**src/rtl/sc_pkg.sv**
```systemverilog
package sc_pkg;
    localparam int AW = 12;
    localparam int DW = 32;
    localparam int FW = 24;

    typedef enum logic [1:0] {
        ST_HALT   = 2'd0,
        ST_UNIT   = 2'd1,
        ST_SCALED = 2'd2
    } sc_mode_e;

    localparam logic [AW-1:0] OFS_CR     = 12'h000;
    localparam logic [AW-1:0] OFS_SR     = 12'h004;
    localparam logic [AW-1:0] OFS_CV_LO  = 12'h008;
    localparam logic [AW-1:0] OFS_CV_HI  = 12'h00C;
    localparam logic [AW-1:0] OFS_STEP   = 12'h010;
    localparam logic [AW-1:0] OFS_IDREG  = 12'h01C;
    localparam logic [AW-1:0] OFS_STEP0  = 12'h0D0;
    localparam logic [AW-1:0] OFS_STEP1  = 12'h0D4;
    localparam logic [AW-1:0] OFS_ST_LO  = 12'h000;
    localparam logic [AW-1:0] OFS_ST_HI  = 12'h004;
    localparam logic [AW-1:0] OFS_TAB_LO = 12'hFD0;
    localparam logic [AW-1:0] OFS_TAB_HI = 12'hFFC;

    localparam logic [DW-1:0] STEP_ONE   = 32'h0100_0000;
    localparam logic [DW-1:0] IDREG_VAL  = 32'h0002_0001;

    function automatic logic [7:0] id_byte(input logic [3:0] idx, input logic status_frame);
        unique case (idx)
            4'd0:    id_byte = 8'h04;
            4'd4:    id_byte = status_frame ? 8'hBB : 8'hBA;
            4'd5:    id_byte = 8'hB0;
            4'd6:    id_byte = 8'h0B;
            4'd8:    id_byte = 8'h0D;
            4'd9:    id_byte = 8'hF0;
            4'd10:   id_byte = 8'h05;
            4'd11:   id_byte = 8'hB1;
            default: id_byte = 8'h00;
        endcase
    endfunction
endpackage

```
**src/rtl/sc_ctrl_fsm.sv**
```systemverilog
module sc_ctrl_fsm
    import sc_pkg::*;
(
    input  logic          clk,
    input  logic          rst_n,
    input  logic          cr_wr,
    input  logic [4:0]    cr_wdata,
    output sc_mode_e      mode,
    output logic          step_unit,
    output logic          step_scaled,
    output logic [DW-1:0] cr_word
);
    sc_mode_e   mode_q, mode_d;
    logic [4:1] flags_q;

    always_comb begin
        mode_d = mode_q;
        if (cr_wr) begin
            unique case ({cr_wdata[0], cr_wdata[2]})
                2'b10:   mode_d = ST_UNIT;
                2'b11:   mode_d = ST_SCALED;
                default: mode_d = ST_HALT;
            endcase
        end
    end

    always_ff @(posedge clk) begin
        if (!rst_n) mode_q <= ST_HALT;
        else        mode_q <= mode_d;
    end

    always_ff @(posedge clk) begin
        if (!rst_n)     flags_q <= '0;
        else if (cr_wr) flags_q <= cr_wdata[4:1];
    end

    always_comb begin
        step_unit   = 1'b0;
        step_scaled = 1'b0;
        unique case (mode_q)
            ST_UNIT:   step_unit   = 1'b1;
            ST_SCALED: step_scaled = 1'b1;
            default:   ;
        endcase
        cr_word = {{(DW-5){1'b0}}, flags_q, (mode_q != ST_HALT)};
    end

    assign mode = mode_q;
endmodule

```
**src/rtl/sc_count.sv**
```systemverilog
module sc_count
    import sc_pkg::*;
#(
    parameter int HW  = DW,
    parameter int FRW = FW
) (
    input  logic            clk,
    input  logic            rst_n,
    input  logic            tick,
    input  logic            step_unit,
    input  logic            step_scaled,
    input  logic [HW-1:0]   step,
    input  logic            wr_lo,
    input  logic            wr_hi,
    input  logic [HW-1:0]   wdata,
    output logic [2*HW-1:0] count
);
    localparam int CW = 2 * HW;
    localparam int AccW = CW + FRW;

    logic [CW-1:0]   count_q;
    logic [FRW-1:0]  frac_q;
    logic [AccW-1:0] acc_sum;

    assign acc_sum = {count_q, frac_q} + {{(AccW-HW){1'b0}}, step};

    always_ff @(posedge clk) begin
        if (!rst_n) begin
            count_q <= '0;
            frac_q  <= '0;
        end else if (wr_lo) begin
            count_q <= {count_q[CW-1:HW], wdata};
            frac_q  <= '0;
        end else if (wr_hi) begin
            count_q <= {wdata, count_q[HW-1:0]};
            frac_q  <= '0;
        end else if (tick && step_scaled) begin
            {count_q, frac_q} <= acc_sum;
        end else if (tick && step_unit) begin
            count_q <= count_q + 1'b1;
        end
    end

    assign count = count_q;
endmodule

```
**src/rtl/sc_rdmux.sv**
```systemverilog
module sc_rdmux
    import sc_pkg::*;
(
    input  logic [AW-1:0]   ctl_addr,
    input  logic [AW-1:0]   sts_addr,
    input  logic [2*DW-1:0] count,
    input  logic [DW-1:0]   cr_word,
    input  logic [DW-1:0]   step,
    output logic [DW-1:0]   ctl_rd,
    output logic [DW-1:0]   sts_rd
);
    function automatic logic in_table(input logic [AW-1:0] a);
        in_table = (a >= OFS_TAB_LO) && (a <= OFS_TAB_HI) && (a[1:0] == 2'b00);
    endfunction

    always_comb begin
        ctl_rd = '0;
        if (in_table(ctl_addr)) begin
            ctl_rd = {24'h0, id_byte(ctl_addr[5:2] - 4'd4, 1'b0)};
        end else begin
            unique case (ctl_addr)
                OFS_CR:               ctl_rd = cr_word;
                OFS_CV_LO:            ctl_rd = count[DW-1:0];
                OFS_CV_HI:            ctl_rd = count[2*DW-1:DW];
                OFS_STEP, OFS_STEP0:  ctl_rd = step;
                OFS_IDREG:            ctl_rd = IDREG_VAL;
                default:              ctl_rd = '0;
            endcase
        end
    end

    always_comb begin
        sts_rd = '0;
        if (in_table(sts_addr)) begin
            sts_rd = {24'h0, id_byte(sts_addr[5:2] - 4'd4, 1'b1)};
        end else begin
            unique case (sts_addr)
                OFS_ST_LO: sts_rd = count[DW-1:0];
                OFS_ST_HI: sts_rd = count[2*DW-1:DW];
                default:   sts_rd = '0;
            endcase
        end
    end
endmodule

```
**src/rtl/system_counter.sv**
```systemverilog
module system_counter
    import sc_pkg::*;
(
    input  logic          clk,
    input  logic          rst_n,
    input  logic          tick,
    input  logic          ctl_valid,
    input  logic          ctl_write,
    input  logic [11:0]   ctl_addr,
    input  logic [31:0]   ctl_wdata,
    output logic [31:0]   ctl_rdata,
    input  logic          sts_valid,
    input  logic          sts_write,
    input  logic [11:0]   sts_addr,
    output logic [31:0]   sts_rdata,
    output logic [63:0]   count_o
);
    sc_mode_e      mode;
    logic          step_unit, step_scaled;
    logic [DW-1:0] cr_word, step_q, ctl_rd, sts_rd;
    logic          ctl_wr, wr_cr, wr_lo, wr_hi, wr_step;

    assign ctl_wr  = ctl_valid && ctl_write;
    assign wr_cr   = ctl_wr && (ctl_addr == OFS_CR);
    assign wr_lo   = ctl_wr && (ctl_addr == OFS_CV_LO);
    assign wr_hi   = ctl_wr && (ctl_addr == OFS_CV_HI);
    assign wr_step = ctl_wr && ((ctl_addr == OFS_STEP) || (ctl_addr == OFS_STEP0));

    sc_ctrl_fsm u_fsm (
        .clk(clk), .rst_n(rst_n), .cr_wr(wr_cr), .cr_wdata(ctl_wdata[4:0]),
        .mode(mode), .step_unit(step_unit), .step_scaled(step_scaled), .cr_word(cr_word)
    );

    always_ff @(posedge clk) begin
        if (!rst_n)       step_q <= STEP_ONE;
        else if (wr_step) step_q <= ctl_wdata;
    end

    sc_count #(.HW(DW), .FRW(FW)) u_cnt (
        .clk(clk), .rst_n(rst_n), .tick(tick), .step_unit(step_unit),
        .step_scaled(step_scaled), .step(step_q), .wr_lo(wr_lo), .wr_hi(wr_hi),
        .wdata(ctl_wdata), .count(count_o)
    );

    sc_rdmux u_rd (
        .ctl_addr(ctl_addr), .sts_addr(sts_addr), .count(count_o),
        .cr_word(cr_word), .step(step_q), .ctl_rd(ctl_rd), .sts_rd(sts_rd)
    );

    always_ff @(posedge clk) begin
        if (!rst_n) begin
            ctl_rdata <= '0;
            sts_rdata <= '0;
        end else begin
            ctl_rdata <= (ctl_valid && !ctl_write) ? ctl_rd : '0;
            sts_rdata <= (sts_valid && !sts_write) ? sts_rd : '0;
        end
    end
endmodule

```
**config.mk**
```make
export PLATFORM = sky130hd
export DESIGN_NAME = system_counter
export DESIGN_NICKNAME = d
export VERILOG_FILES = /design/src/rtl/sc_pkg.sv /design/src/rtl/sc_ctrl_fsm.sv /design/src/rtl/sc_count.sv /design/src/rtl/sc_rdmux.sv /design/src/rtl/system_counter.sv
export SDC_FILE = /design/constraint.sdc
export NUM_CORES = 1
export LEC_CHECK = 0
export BUFFER_PORTS_ARGS = -buffer_cell sky130_fd_sc_hd__buf_2
export CAP_MARGIN = 20
export CORE_MARGIN = 5
export CORE_UTILIZATION = 35
export DETAILED_ROUTE_END_ITERATION = 8
export MAX_ROUTING_LAYER = met4
export SLEW_MARGIN = 20
export SYNTH_ARGS = -nofsm -noshare
export SYNTH_HDL_FRONTEND = slang
export SYNTH_SLANG_ARGS = --single-unit
```
**constraint.sdc**
```tcl
create_clock -name clk -period 5.6 [get_ports clk]
set_input_delay 0.28 -clock clk [delete_from_list [all_inputs] [get_ports clk]]
set_output_delay 0.28 -clock clk [all_outputs]
set_load 0.03 [all_outputs]
```
Yosys cells after proc, flatten, opt, wreduce, memory -nomap -nowiden. Memories as Yosys holds them, arrays and structs flattened. Cells that the tools add are included.

Word-level logic and storage cells: 77. ROM bits: 256. Memories: 2. Register bits: 190.

Reduce and logical (&&, ||, !) cells: 31. $lt $le $gt $ge: 4. Equal/unequal tests: 11. Muxes and demuxes: 11. Add/sub/neg operators: 4. Bitwise logic cells: 4.

Memory list: (name not given) (words 16, width 8, read ports 1, clocked after Yosys merged registers in 0, write ports 0, RTL line sc_pkg.sv:29) `unique case (idx)`; (name not given) (words 16, width 8, read ports 1, clocked after Yosys merged registers in 0, write ports 0, RTL line sc_pkg.sv:29).

Operator list (number): 2-to-1 mux 64 bit (3); case mux 32 bit (5 select lines) (1); adder 88 x 32 -> 88 bit (1); adder 64 x 1 -> 64 bit, second input constant (1); case mux 32 bit (2 select lines) (1); 2-to-1 mux 32 bit (1); == test 12 x 4 -> 1 bit, second input constant (2); == test 12 x 5 -> 1 bit, second input constant (2); >= comparator 12 bit, second input constant (2); less-or-equal comparator 12 bit, second input constant (2); logical NOT 12 bit (2); 2-to-1 mux 8 bit (2); logical AND 1 bit (13); == test 12 x 3 -> 1 bit, second input constant (1); == test 12 x 8 -> 1 bit, second input constant (1); OR reduction 3 bit (3); AND reduction 2 bit (4); subtractor 4 x 3 -> 4 bit, second input constant (2); == test 2 bit, second input constant (3); nonzero test 3 bit (2); logical NOT 2 bit (2); NOT 1 bit (4); case mux 2 bit (2 select lines) (1); == test 2 x 1 -> 1 bit, second input constant (1); 6 further kinds (8).

Depth between registers and ports, before layout. Gate-level depths: netlist (run 1).

Depth after elaboration: 7. Mapped depth: 11. Mapped depth without buffers: 10.

By module. Synthesis (run 1) repeated with hierarchy kept, for this count alone.

Cells, all modules: 1672. Area total of the unflattened synthesis: 12826.1 um2.

Modules (own cells, without submodules): sc_count (seq. area each 1761.7 um2, cells each 1022, area each 7230.7 um2, instances 1); system_counter (seq. area each 1921.8 um2, cells each 290, area each 3095.5 um2, instances 1); sc_rdmux (seq. area each 0.0 um2, cells each 308, area each 2040.7 um2, instances 1); sc_ctrl_fsm (seq. area each 120.1 um2, cells each 52, area each 459.2 um2, instances 1).

Worst setup path before layout (run 1). No wires, ideal clock.

Path type: flip-flop to flip-flop. Start: register u_cnt.count_q[3] (netlist: u_cnt.count[3]). End: register u_cnt.count_q[36] (netlist: u_cnt.count[36]). Buffers on the path: 1. Data arrival time: 2831 ps. Slack: 2654 ps. Stages on the path, launching flop included: 11. Period minus slack after synthesis: 2946 ps. Library setup time: 114 ps. Path through: dfxtp_1 > ha_1 > clkbuf_1 > a21o_1 > a21o_1 > a221oi_1 > o31ai_1 > nor3_2 > nor3_1 > mux2i_1 > a2111oi_0.

Longest elaborated chain between the ends: 4.

RTL lines: from (decl) (RTL line sc_count.sv:21) `logic [CW-1:0] count_q;`; from (signal assigned) (RTL line sc_count.sv:32) `count_q <= {count_q[CW-1:HW], wdata};`; from (signal assigned) (RTL line sc_count.sv:35) `count_q <= {wdata, count_q[HW-1:0]};`; from (signal assigned) (RTL line sc_count.sv:38) `{count_q, frac_q} <= acc_sum;`; adder 64 x 1 -> 64 bit (RTL line sc_count.sv:40) `count_q <= count_q + 1'b1;`; 2-to-1 mux 64 bit (RTL line sc_count.sv:39) `end else if (tick && step_unit) begin`; 2-to-1 mux 64 bit * (RTL line sc_count.sv:37) `end else if (tick && step_scaled) begin`; 2-to-1 mux 64 bit * (RTL line sc_count.sv:34) `end else if (wr_hi) begin`.

Mark *: on every way between the ends. The rest lies on a longest branch, timed or not. The select of a mux whose other input is x is not followed. A chain may end at the register's enable or synchronous reset.

Worst setup path in the final report (run 1).
Start: register step_q[0]. End: register u_cnt.count_q[54] (netlist: u_cnt.count[54]).

Longest elaborated chain between the ends: 3.

RTL lines: from (decl) (RTL line system_counter.sv:20) `logic [DW-1:0] cr_word, step_q, ctl_rd, sts_rd;`; from (signal assigned) (RTL line system_counter.sv:36) `else if (wr_step) step_q <= ctl_wdata;`; adder 88 x 32 -> 88 bit (RTL line sc_count.sv:25) `assign acc_sum = {count_q, frac_q} + {{(AccW-HW){1'b0}}, step};`; 2-to-1 mux 64 bit (RTL line sc_count.sv:37); 2-to-1 mux 64 bit (RTL line sc_count.sv:34); to (signal assigned) (RTL line sc_count.sv:35); to (signal assigned) (RTL line sc_count.sv:38); to (signal assigned) (RTL line sc_count.sv:40).

Every way passes these cells. The select of a mux whose other input is x is not followed.

==> impl_metrics.yaml, run 1 <==
routing:
  drtAntennaViolNets: 0
  via_per_inst: 6.265
  vias: 12570
  drt_iter0_markers: 1725
  firstDrtPassIters: 7
  routedWlPerCell_um: 24.27
  routed_wl_um: 48700
  route.detailed.drc: 0
timing:
  fin_worst_skew_ns: 0.02727
  tns_ns: 0
  hold_viol_final: 0
  max_freq_ghz: 0.2698
  setup_viol: 0
  worst_pin_slew_ns: 1.117
  post-route-period-util_pct: 66.19
  period_needed_ns: 3.707
  rsz0062_at_grt: "no"
  relSlewSlack_pct: 25.38
  finalMaxSlewViolations: 0
  worst_hold_slack_ns: 0.08911
grt:
  grt.overflow.total: 0
  grt_pass1_wl_um: 73750
  grt_use_total_pct: 27.14
  antenna_found_initial: 2
  grt_pass1_vias: 11860
  grt_max_degree: 55
clock_network:
  ctsLongestPathBuffers: 2
  cts_tree: "done"
  ctsResizeCount: 0
  clk_pin_slew_ns: 0.08
  numCtsBuffers: 17
  htreeDepth: 4
  ctsRootBufferMaster: "clkbuf_16"
  clock_latency_ns: 0.48
  ctsHoldBuffers: 0
  postCtsSetupRepairBufs: 0
  cts_sinks: 190
floorplan:
  die_area_mm2: 0.03590
  die_h_um: 189.5
  rows: 65
  ios: 191
  fp.dieW_um: 189.5
  start_util_pct: 35.55
  core_mm2: 0.03172
worst_setup_path:
  arrival_ns: 4.04
  critical_path_class: "reg2reg"
  path_max_fanout: 6
  max_stage_delay_ns: 0.77
  cp_cell_sequence: "ha_1 -> fa_1 -> a21o_1 -> a221o_2 -> nand4_1 -> a21oi_1 -> o311ai_1 -> nand2_1 -> a222oi_1 -> a21oi_1"
  critPathRequiredTime_ns: 5.93
  start_kind: "flop"
  endpoint_kind: "flop"
  slowest_stage: "o311ai_1"
  timing.critical_path.mode_cell: "a21oi_1"
power:
  cell_internal_pwr_mw: 2.039
  power.leakage_nw: 4.950
  p_sw_mw: 0.7566
  seqPwrFrac_pct: 48.4
  p_per_area_mw_per_mm2: 212.5
  swShare_pct: 27.06
  combPwrFrac_pct: 3.9
  ir_drop_mv: 0.2161
  clkPwrFrac_pct: 47.8
logic_synthesis:
  synth_warnings: 0
  yosysMostFrequentCell: "nand2_1"
  yosys.area.top_type: "dfxtp_1"
  synth-seq-cells: 190
  async_flop_share_pct: 0
  synth-xor-area-share_pct: 3.884
  synth_top_family_by_area: "compound AO/OA/AOI/OAI gates"
  synth_edf_count: 0
  synth_cell_types: 80
  synth_ff_type: "dfxtp_1"
  synth_area_mm2: 0.01127
  yosysTopAreaCellShare_pct: 33.74
  synth.area.mux_share_pct: 0.9877
  synth_area_leaders: "dfxtp_1, nand2_1, a21oi_1"
  yosysSeqAreaShare_pct: 33.74
  synth-simple-area-share_pct: 25.61
  syn_inst: 1466
  synthesis.nets: 1569
  synth_compound_area_share_pct: 26.90
  syn_avg_cell_area_um2: 7.691
  synthAdderAreaFrac_pct: 4.506
  ys_top_cells_by_count: "nand2_1, dfxtp_1, a21oi_1"
layout:
  final_cell_count_no_fill: 2007
  area_growth_syn_to_layout_pct: 16.69
  drive_gt1_share_pct: 17.48
  layout.nets: 1692
place:
  dp_hpwl_um: 35830
  dp_cells: 1972
  numPortBuffers: 190
  gp_congestion: 0.9955
status:
  status: "finished clean"
run:
  maxCapViolCount: 0
min_path:
  hold_class: "in2reg"
[layout by cell type (no fill, tap or decap), types with 10 or more instances in the layout]
cell / n
xnor2_1: 34
buf_2: 190
o211ai_1: 17
nor3_1: 39
clkbuf_16: 17
inv_1: 17
a222oi_1: 34
a22o_1: 12
ha_1: 39
nand2_1: 210
mux2i_1: 10
nand3_1: 59
a22oi_1: 38
xor2_1: 16
nand4_1: 38
dfxtp_1: 190
nor2_1: 128
nor4_1: 15
o21ai_0: 66
a21oi_1: 148
buf_4: 22
or3_1: 11
a211oi_1: 17
and2_1: 12
a31oi_1: 14
and3_1: 26
[flip-flops by register name, indices dropped and copies added, names as in the netlist]
signal and count:
u_cnt.count 64, ctl_rdata 32, step_q 32, sts_rdata 32, u_cnt.frac_q 24, u_fsm.flags_q 4
u_fsm.mode 2
[power groups by stage]
stage / logic (mW) / clock network (mW) / registers (mW)
CTS: 0.106 / 1.35 / 1.35
global route: 0.116 / 1.40 / 1.35
floorplan: 0.0428 / 0 / 1.38
global placement: 0.105 / 0 / 1.38
detailed placement: 0.105 / 0 / 1.38
finish: 0.108 / 1.34 / 1.35
[metrics by stage]
step           worst slack [ns]  cell area (µm²)  power [mW]  utilization [%]
4_1_cts                   2.003            13150       2.806            41.45
3_5_place_dp              1.834            12520       1.489            39.46
3_3_place_gp              1.864            12510       1.489            39.44
5_1_grt                   1.736            13150       2.870            41.47
2_1_floorplan             2.654            11270       1.427                -
6_report                  1.893            13160       2.796            41.48
[cells by family after synthesis]
kind of cell,Yosys count
AND/OR/NAND/NOR,602
flip-flops,190
adder cells (fa/ha/maj),40
AO/OA/AOI/OAI,447
buffers and inverters,126
XOR/XNOR,50
multiplexers,11
[final cells by class]
class	instances	area [µm²]
clock buffers	17	425.4
clock inverters	15	205.2
repair buffers	212	1116
diodes	3	7.507
fillers	3297	18560
well taps	402	503.0
inverters	18	67.56
flip-flops and latches	190	3804
multi-input cells	1150	7028
[critical path: cells and delay by family, from the launching register on]
family,cells,cell delay [ns]
DFF,1,0.34
adders and majority gates,2,0.65
AOI/OAI and AO/OA,6,2.00
and+or+nand+nor,2,0.58
[metal layers]
metal  track usage (%)  wire length [µm]  vias up
met1             37.27             20980     5962
li1                  -                 -     5727
met4             11.38              2229        0
met3             4.794              4731      124
met5                 -                 0        -
met2             39.40             20760      760
[worst paths after layout]
| check | start | to | slack [ns] | cells after the start |
|---|---|---|---|---|
| setup / recovery | step_q[0] | u_cnt.count[54] | 1.89 | 10 |
| setup reg to reg | step_q[0] | u_cnt.count[54] | 1.89 | 10 |
| hold / removal | ctl_wdata[16] | step_q[16] | 0.09 | 3 |
| hold reg to reg | u_cnt.frac_q[7] | u_cnt.frac_q[7] | 0.46 | 2 |
(Power assumes the default switching activity.)
==> inputs of run 2 (changes only) <==
==> constraint.sdc (replaced) <==
create_clock -name clk -period 3.6 [get_ports clk]
set_input_delay 0.18 -clock clk [delete_from_list [all_inputs] [get_ports clk]]
set_output_delay 0.18 -clock clk [all_outputs]
set_load 0.03 [all_outputs]
==> impl_metrics.yaml, run 2 (synthesis gave the netlist of run 1 again) <==
status:
  status: "finished clean"
power:
  cell_internal_pwr_mw: 3.172
  seqPwrFrac_pct: 49.8
  clkPwrFrac_pct: 46.0
  power.leakage_nw: 5.151
  p_per_area_mw_per_mm2: 314.2
  p_sw_mw: 1.053
  swShare_pct: 24.92
  ir_drop_mv: 0.3224
  power_mw: 4.225
  combPwrFrac_pct: 4.2
layout:
  final_cell_mix: "nand2_1, dfxtp_1, buf_2, a21oi_1, nor2_1"
  final_util_pct: 42.39
  final_common_cell: "nand2_1"
  largest_reg_flops: 64
  multi_input_area_mm2: 0.007025
  final-seq-area_mm2: 0.003804
  drive_gt1_share_pct: 19.08
  fill_cells: 3325
  num_antenna_cells: 0
  layout.nets: 1736
  area_growth_syn_to_layout_pct: 19.26
timing:
  relSlewSlack_pct: 38.17
  finalMaxSlewViolations: 0
  hold_viol_final: 0
  post-route-period-util_pct: 96.62
  setup_ws_ns: 0.1217
  rsz0062_at_grt: "no"
  worst_pin_slew_ns: 0.9264
  setup_viol: 0
  fin_worst_skew_ns: 0.02045
  tns_ns: 0
  period_needed_ns: 3.478
  max_freq_ghz: 0.2875
floorplan:
  fp.dieW_um: 189.5
  core_mm2: 0.03172
  rows: 65
  die_h_um: 189.5
  ios: 191
  start_util_pct: 35.55
  die_area_mm2: 0.03590
clock_network:
  postCtsSetupRepairBufs: 0
  htreeDepth: 4
  clock_latency_ns: 0.47
  ctsRootBufferMaster: "clkbuf_16"
  clk_pin_slew_ns: 0.08
  cts_tree: "done"
  cts_sinks: 190
  numCtsBuffers: 17
  ctsLongestPathBuffers: 2
grt:
  antenna_found_initial: 1
  grt.overflow.total: 0
  grt_pass1_wl_um: 75890
  grt_use_total_pct: 28.39
  grt_pass1_vias: 11850
  grt_max_degree: 60
worst_setup_path:
  critical_path_class: "reg2reg"
  max_stage_delay_ns: 0.64
  endpoint_kind: "flop"
  path_max_fanout: 8
  critPathRequiredTime_ns: 3.93
  start_kind: "flop"
  arrival_ns: 3.81
  slowest_stage: "dfxtp_1"
  cp_cell_sequence: "ha_1 -> and3_1 -> a31oi_1 -> a2111oi_2 -> o2111ai_1 -> or3_1 -> mux2i_1 -> o22ai_1"
routing:
  routedWlPerCell_um: 25.23
  vias: 12930
  routed_wl_um: 51670
  firstDrtPassIters: 8
  route.detailed.drc: 0
  drtAntennaViolNets: 0
  via_per_inst: 6.311
  drt_iter0_markers: 1861
place:
  dp_hpwl_um: 38630
  gp_congestion: 1.006
  pre_cts_slack_ns: 0.03294
  numPortBuffers: 190
run:
  maxCapViolCount: 0
min_path:
  hold_class: "in2reg"
-- run 2: cell count changes in the layout (fill, tap and decap cells not counted), sizes merged --
cell / previous run / this run
clkinv: 4 / 3
diode: 3 / 0
clkinvlp: 1 / 0
inv: 27 / 24
dlygate4sd3: 0 / 6
clkbuf: 17 / 22
buf: 212 / 250
-- run 2: final cells by class --
cell class | count | area share [%]
Clock buffer | 22 | 3.452
Clock inverter | 10 | 0.9026
Inverter | 18 | 0.5025
Multi-Input combinational cell | 1150 | 52.25
Sequential cell | 190 | 28.29
Tap cell | 402 | 3.741
Timing Repair Buffer | 256 | 10.87
-- run 2: power by group through the flow --
stage | clock network, mW | registers [mW] | logic (mW)
floorplan | 0 | 2.15 | 0.0666
global route | 2.03 | 2.10 | 0.187
finish | 1.94 | 2.10 | 0.178
global placement | 0 | 2.15 | 0.167
detailed placement | 0 | 2.15 | 0.167
CTS | 1.97 | 2.10 | 0.174
-- run 2: path summary, 6_finish.rpt --
path / to / startpoint / cells past startpoint / slack, ns
setup / recovery: u_cnt.count[51] / u_cnt.count[1] / 8 / 0.12
setup reg to reg: u_cnt.count[51] / u_cnt.count[1] / 8 / 0.12
hold / removal: step_q[4] / ctl_wdata[4] / 3 / 0.03
hold reg to reg: u_cnt.frac_q[15] / u_cnt.frac_q[15] / 2 / 0.46
-- run 2: through the flow --
step | cell area, µm² | hold WS [ns] | instances
CTS | 13440 | 0.004708 | 2048
finish | 13450 | 0.02607 | 2048
floorplan | 11270 | 0.3042 | 1466
detailed placement | 12790 | 0.4531 | 2010
global placement | 12790 | 0.4426 | 2010
global route | 13450 | 0.01461 | 2048
-- run 2: worst max-delay path, delay by kind of cell (launching register included) --
kind	cells	cell delay (ns)
AND/OR/NAND/NOR	2	0.78
multiplexers	1	0.19
flip-flops	1	0.64
AO/OA/AOI/OAI	4	1.36
adder cells (fa/ha/maj)	1	0.37
-- run 2: per-layer routing --
| layer | routed length, µm | up-vias | global-route usage [%] |
|---|---|---|---|
| li1 | - | 5811 | - |
| met1 | 22640 | 6214 | 38.86 |
| met2 | 22580 | 782 | 43.15 |
| met3 | 4519 | 118 | 3.743 |
| met4 | 1929 | 0 | 10.16 |
| met5 | 0 | - | - |
-- run 2: repair_timing --
| action | CTS | global route |
|---|---|---|
| resized for setup | 0 | 2 |
| hold endpoints to repair | 7 | 0 |
| hold buffers | 6 | 0 |
| setup endpoints to repair | 0 | 2 |
==> inputs of run 3 (changes only) <==
--- a/config.mk
+++ b/config.mk
@@ -7,10 +7,14 @@
 export LEC_CHECK = 0
 export BUFFER_PORTS_ARGS = -buffer_cell sky130_fd_sc_hd__buf_2
 export CAP_MARGIN = 20
+export CELL_PAD_IN_SITES_DETAIL_PLACEMENT = 1
+export CELL_PAD_IN_SITES_GLOBAL_PLACEMENT = 1
 export CORE_MARGIN = 5
 export CORE_UTILIZATION = 35
 export DETAILED_ROUTE_END_ITERATION = 8
 export MAX_ROUTING_LAYER = met4
+export PLACE_DENSITY_LB_ADDON = 0.1
+export SETUP_SLACK_MARGIN = 0.4
 export SLEW_MARGIN = 20
 export SYNTH_ARGS = -nofsm -noshare
 export SYNTH_HDL_FRONTEND = slang
==> impl_metrics.yaml, run 3 (synthesis gave the netlist of run 1 again) <==
grt:
  grt_pass1_wl_um: 84380
  antenna_found_initial: 1
  grt.overflow.total: 0
  grt_max_degree: 66
  grt_use_total_pct: 31.77
  grt_pass1_vias: 13070
worst_setup_path:
  reg2regPathDepth: 8
  arrival_ns: 3.45
  path_max_fanout: 8
  critPathCapture: "u_cnt.count[51]"
  max_stage_delay_ns: 0.50
  cp_cell_sequence: "ha_1 -> and3_1 -> a31oi_1 -> a2111oi_4 -> o2111ai_2 -> or3_1 -> mux2i_1 -> o22ai_1"
  start_kind: "flop"
  slowest_stage: "ha_1"
  critPathLaunch: "u_cnt.count[0]"
  cp_num_buf_inv: 0
  critPathTopFamily: "compound AO/OA/AOI/OAI gates"
  r2r-start: "u_cnt.count[0]"
  ff2ff_setup_slack_ns: 0.48
  critPathRequiredTime_ns: 3.93
  endpoint_kind: "flop"
  reg2reg_to: "u_cnt.count[51]"
  crit_cells: 8
  critical_path_class: "reg2reg"
layout:
  drive_gt1_share_pct: 21.93
  num_antenna_cells: 0
  area_growth_syn_to_layout_pct: 21.86
  multi_input_area_mm2: 0.007173
  final_cell_mix: "nand2_1, buf_2, dfxtp_1, a21oi_1, nor2_1"
  final_common_cell: "nand2_1"
  final-seq-area_mm2: 0.003810
  final_util_pct: 43.32
  final_cell_count_no_fill: 2071
  fill_cells: 3925
  largest_reg_flops: 64
  layout.nets: 1759
clock_network:
  ctsLongestPathBuffers: 2
  cts_sinks: 190
  numCtsBuffers: 17
  htreeDepth: 4
  ctsRootBufferMaster: "clkbuf_16"
  clock_latency_ns: 0.46
  cts_tree: "done"
  clk_pin_slew_ns: 0.08
timing:
  setup_viol: 0
  worst_pin_slew_ns: 0.8689
  relSlewSlack_pct: 41.59
  post-route-period-util_pct: 86.77
  rsz0062_at_grt: "yes"
  finalMaxSlewViolations: 0
  fin_worst_skew_ns: 0.01203
  hold_viol_final: 0
  tns_ns: 0
  period_needed_ns: 3.124
  setup_ws_ns: 0.4761
  max_freq_ghz: 0.3201
floorplan:
  fp.dieW_um: 189.5
  core_mm2: 0.03172
  rows: 65
  start_util_pct: 35.55
  die_h_um: 189.5
  die_area_mm2: 0.03590
  ios: 191
power:
  ir_drop_mv: 0.3252
  power.leakage_nw: 5.223
  power_mw: 4.161
  p_per_area_mw_per_mm2: 302.8
min_path:
  hold_class: "in2reg"
  worst_hold_path.num_cells: 3
routing:
  routed_wl_um: 57000
  drt_iter0_markers: 1481
  vias: 13010
  firstDrtPassIters: 9
  via_per_inst: 6.282
  route.detailed.drc: 0
  routedWlPerCell_um: 27.52
  drtAntennaViolNets: 0
place:
  gp_congestion: 0.9439
  numPortBuffers: 190
  dp_hpwl_um: 43210
  pre_cts_slack_ns: 0.1850
  dp_cells: 2033
run:
  maxCapViolCount: 0
status:
  status: "finished clean"
-- run 3: worst min-delay path, stage by stage --
cell	delay (ns)
buf_2	0.14
nand2_1	0.06
a21oi_1	0.05
-- run 3: worst min path at each step --
stage,slack [ns],to,startpoint
finish,0.02,step_q[31],ctl_wdata[31]
global route,0.02,step_q[17],ctl_wdata[17]
CTS,0.003,step_q[31],ctl_wdata[31]
detailed placement,0.46,u_cnt.frac_q[21],u_cnt.frac_q[21]
global placement,0.44,u_cnt.frac_q[7],u_cnt.frac_q[7]
floorplan,0.30,step_q[24],ctl_wdata[24]
-- run 3: final cells by class --
type,count,area share [%]
timing repair buffer,279,11.85
multi-input combinational,1150,52.21
inverter,18,0.4918
tap,402,3.661
sequential,190,27.73
clock buffer,17,3.096
clock inverter,15,0.9653
-- run 3: repair_timing --
| item | CTS | global route |
|---|---|---|
| pin swaps | 0 | 14 |
| hold endpoints to repair | 2 | 0 |
| resized for setup | 5 | 31 |
| cloned | 0 | 0 |
| hold buffers | 2 | 0 |
| buffers inserted | 0 | 4 |
| setup endpoints to repair | 6 | 30 |
-- run 3: routing by layer --
layer | share of wire [%] | global-route usage (%) | vias to the layer above
met5 | 0 | - | -
met2 | 43 | 47.55 | 595
met1 | 44 | 41.93 | 6441
li1 | - | - | 5846
met3 | 7.0 | 4.462 | 127
met4 | 5.5 | 16.25 | 0
-- run 3: through the flow --
stage	hold WS (ns)	instance area [µm²]
after floorplan	0.3042	11270
after global placement	0.4415	12970
after detailed placement	0.4553	12970
after CTS	0.003391	13570
after global routing	0.02124	13740
final	0.01742	13740
-- run 3: power by group --
part / switching, mW / internal [mW]
registers: 0.00324 / 2.10
logic: 0.131 / 0.0507
clock network: 0.968 / 0.908
total: 1.10 / 3.06
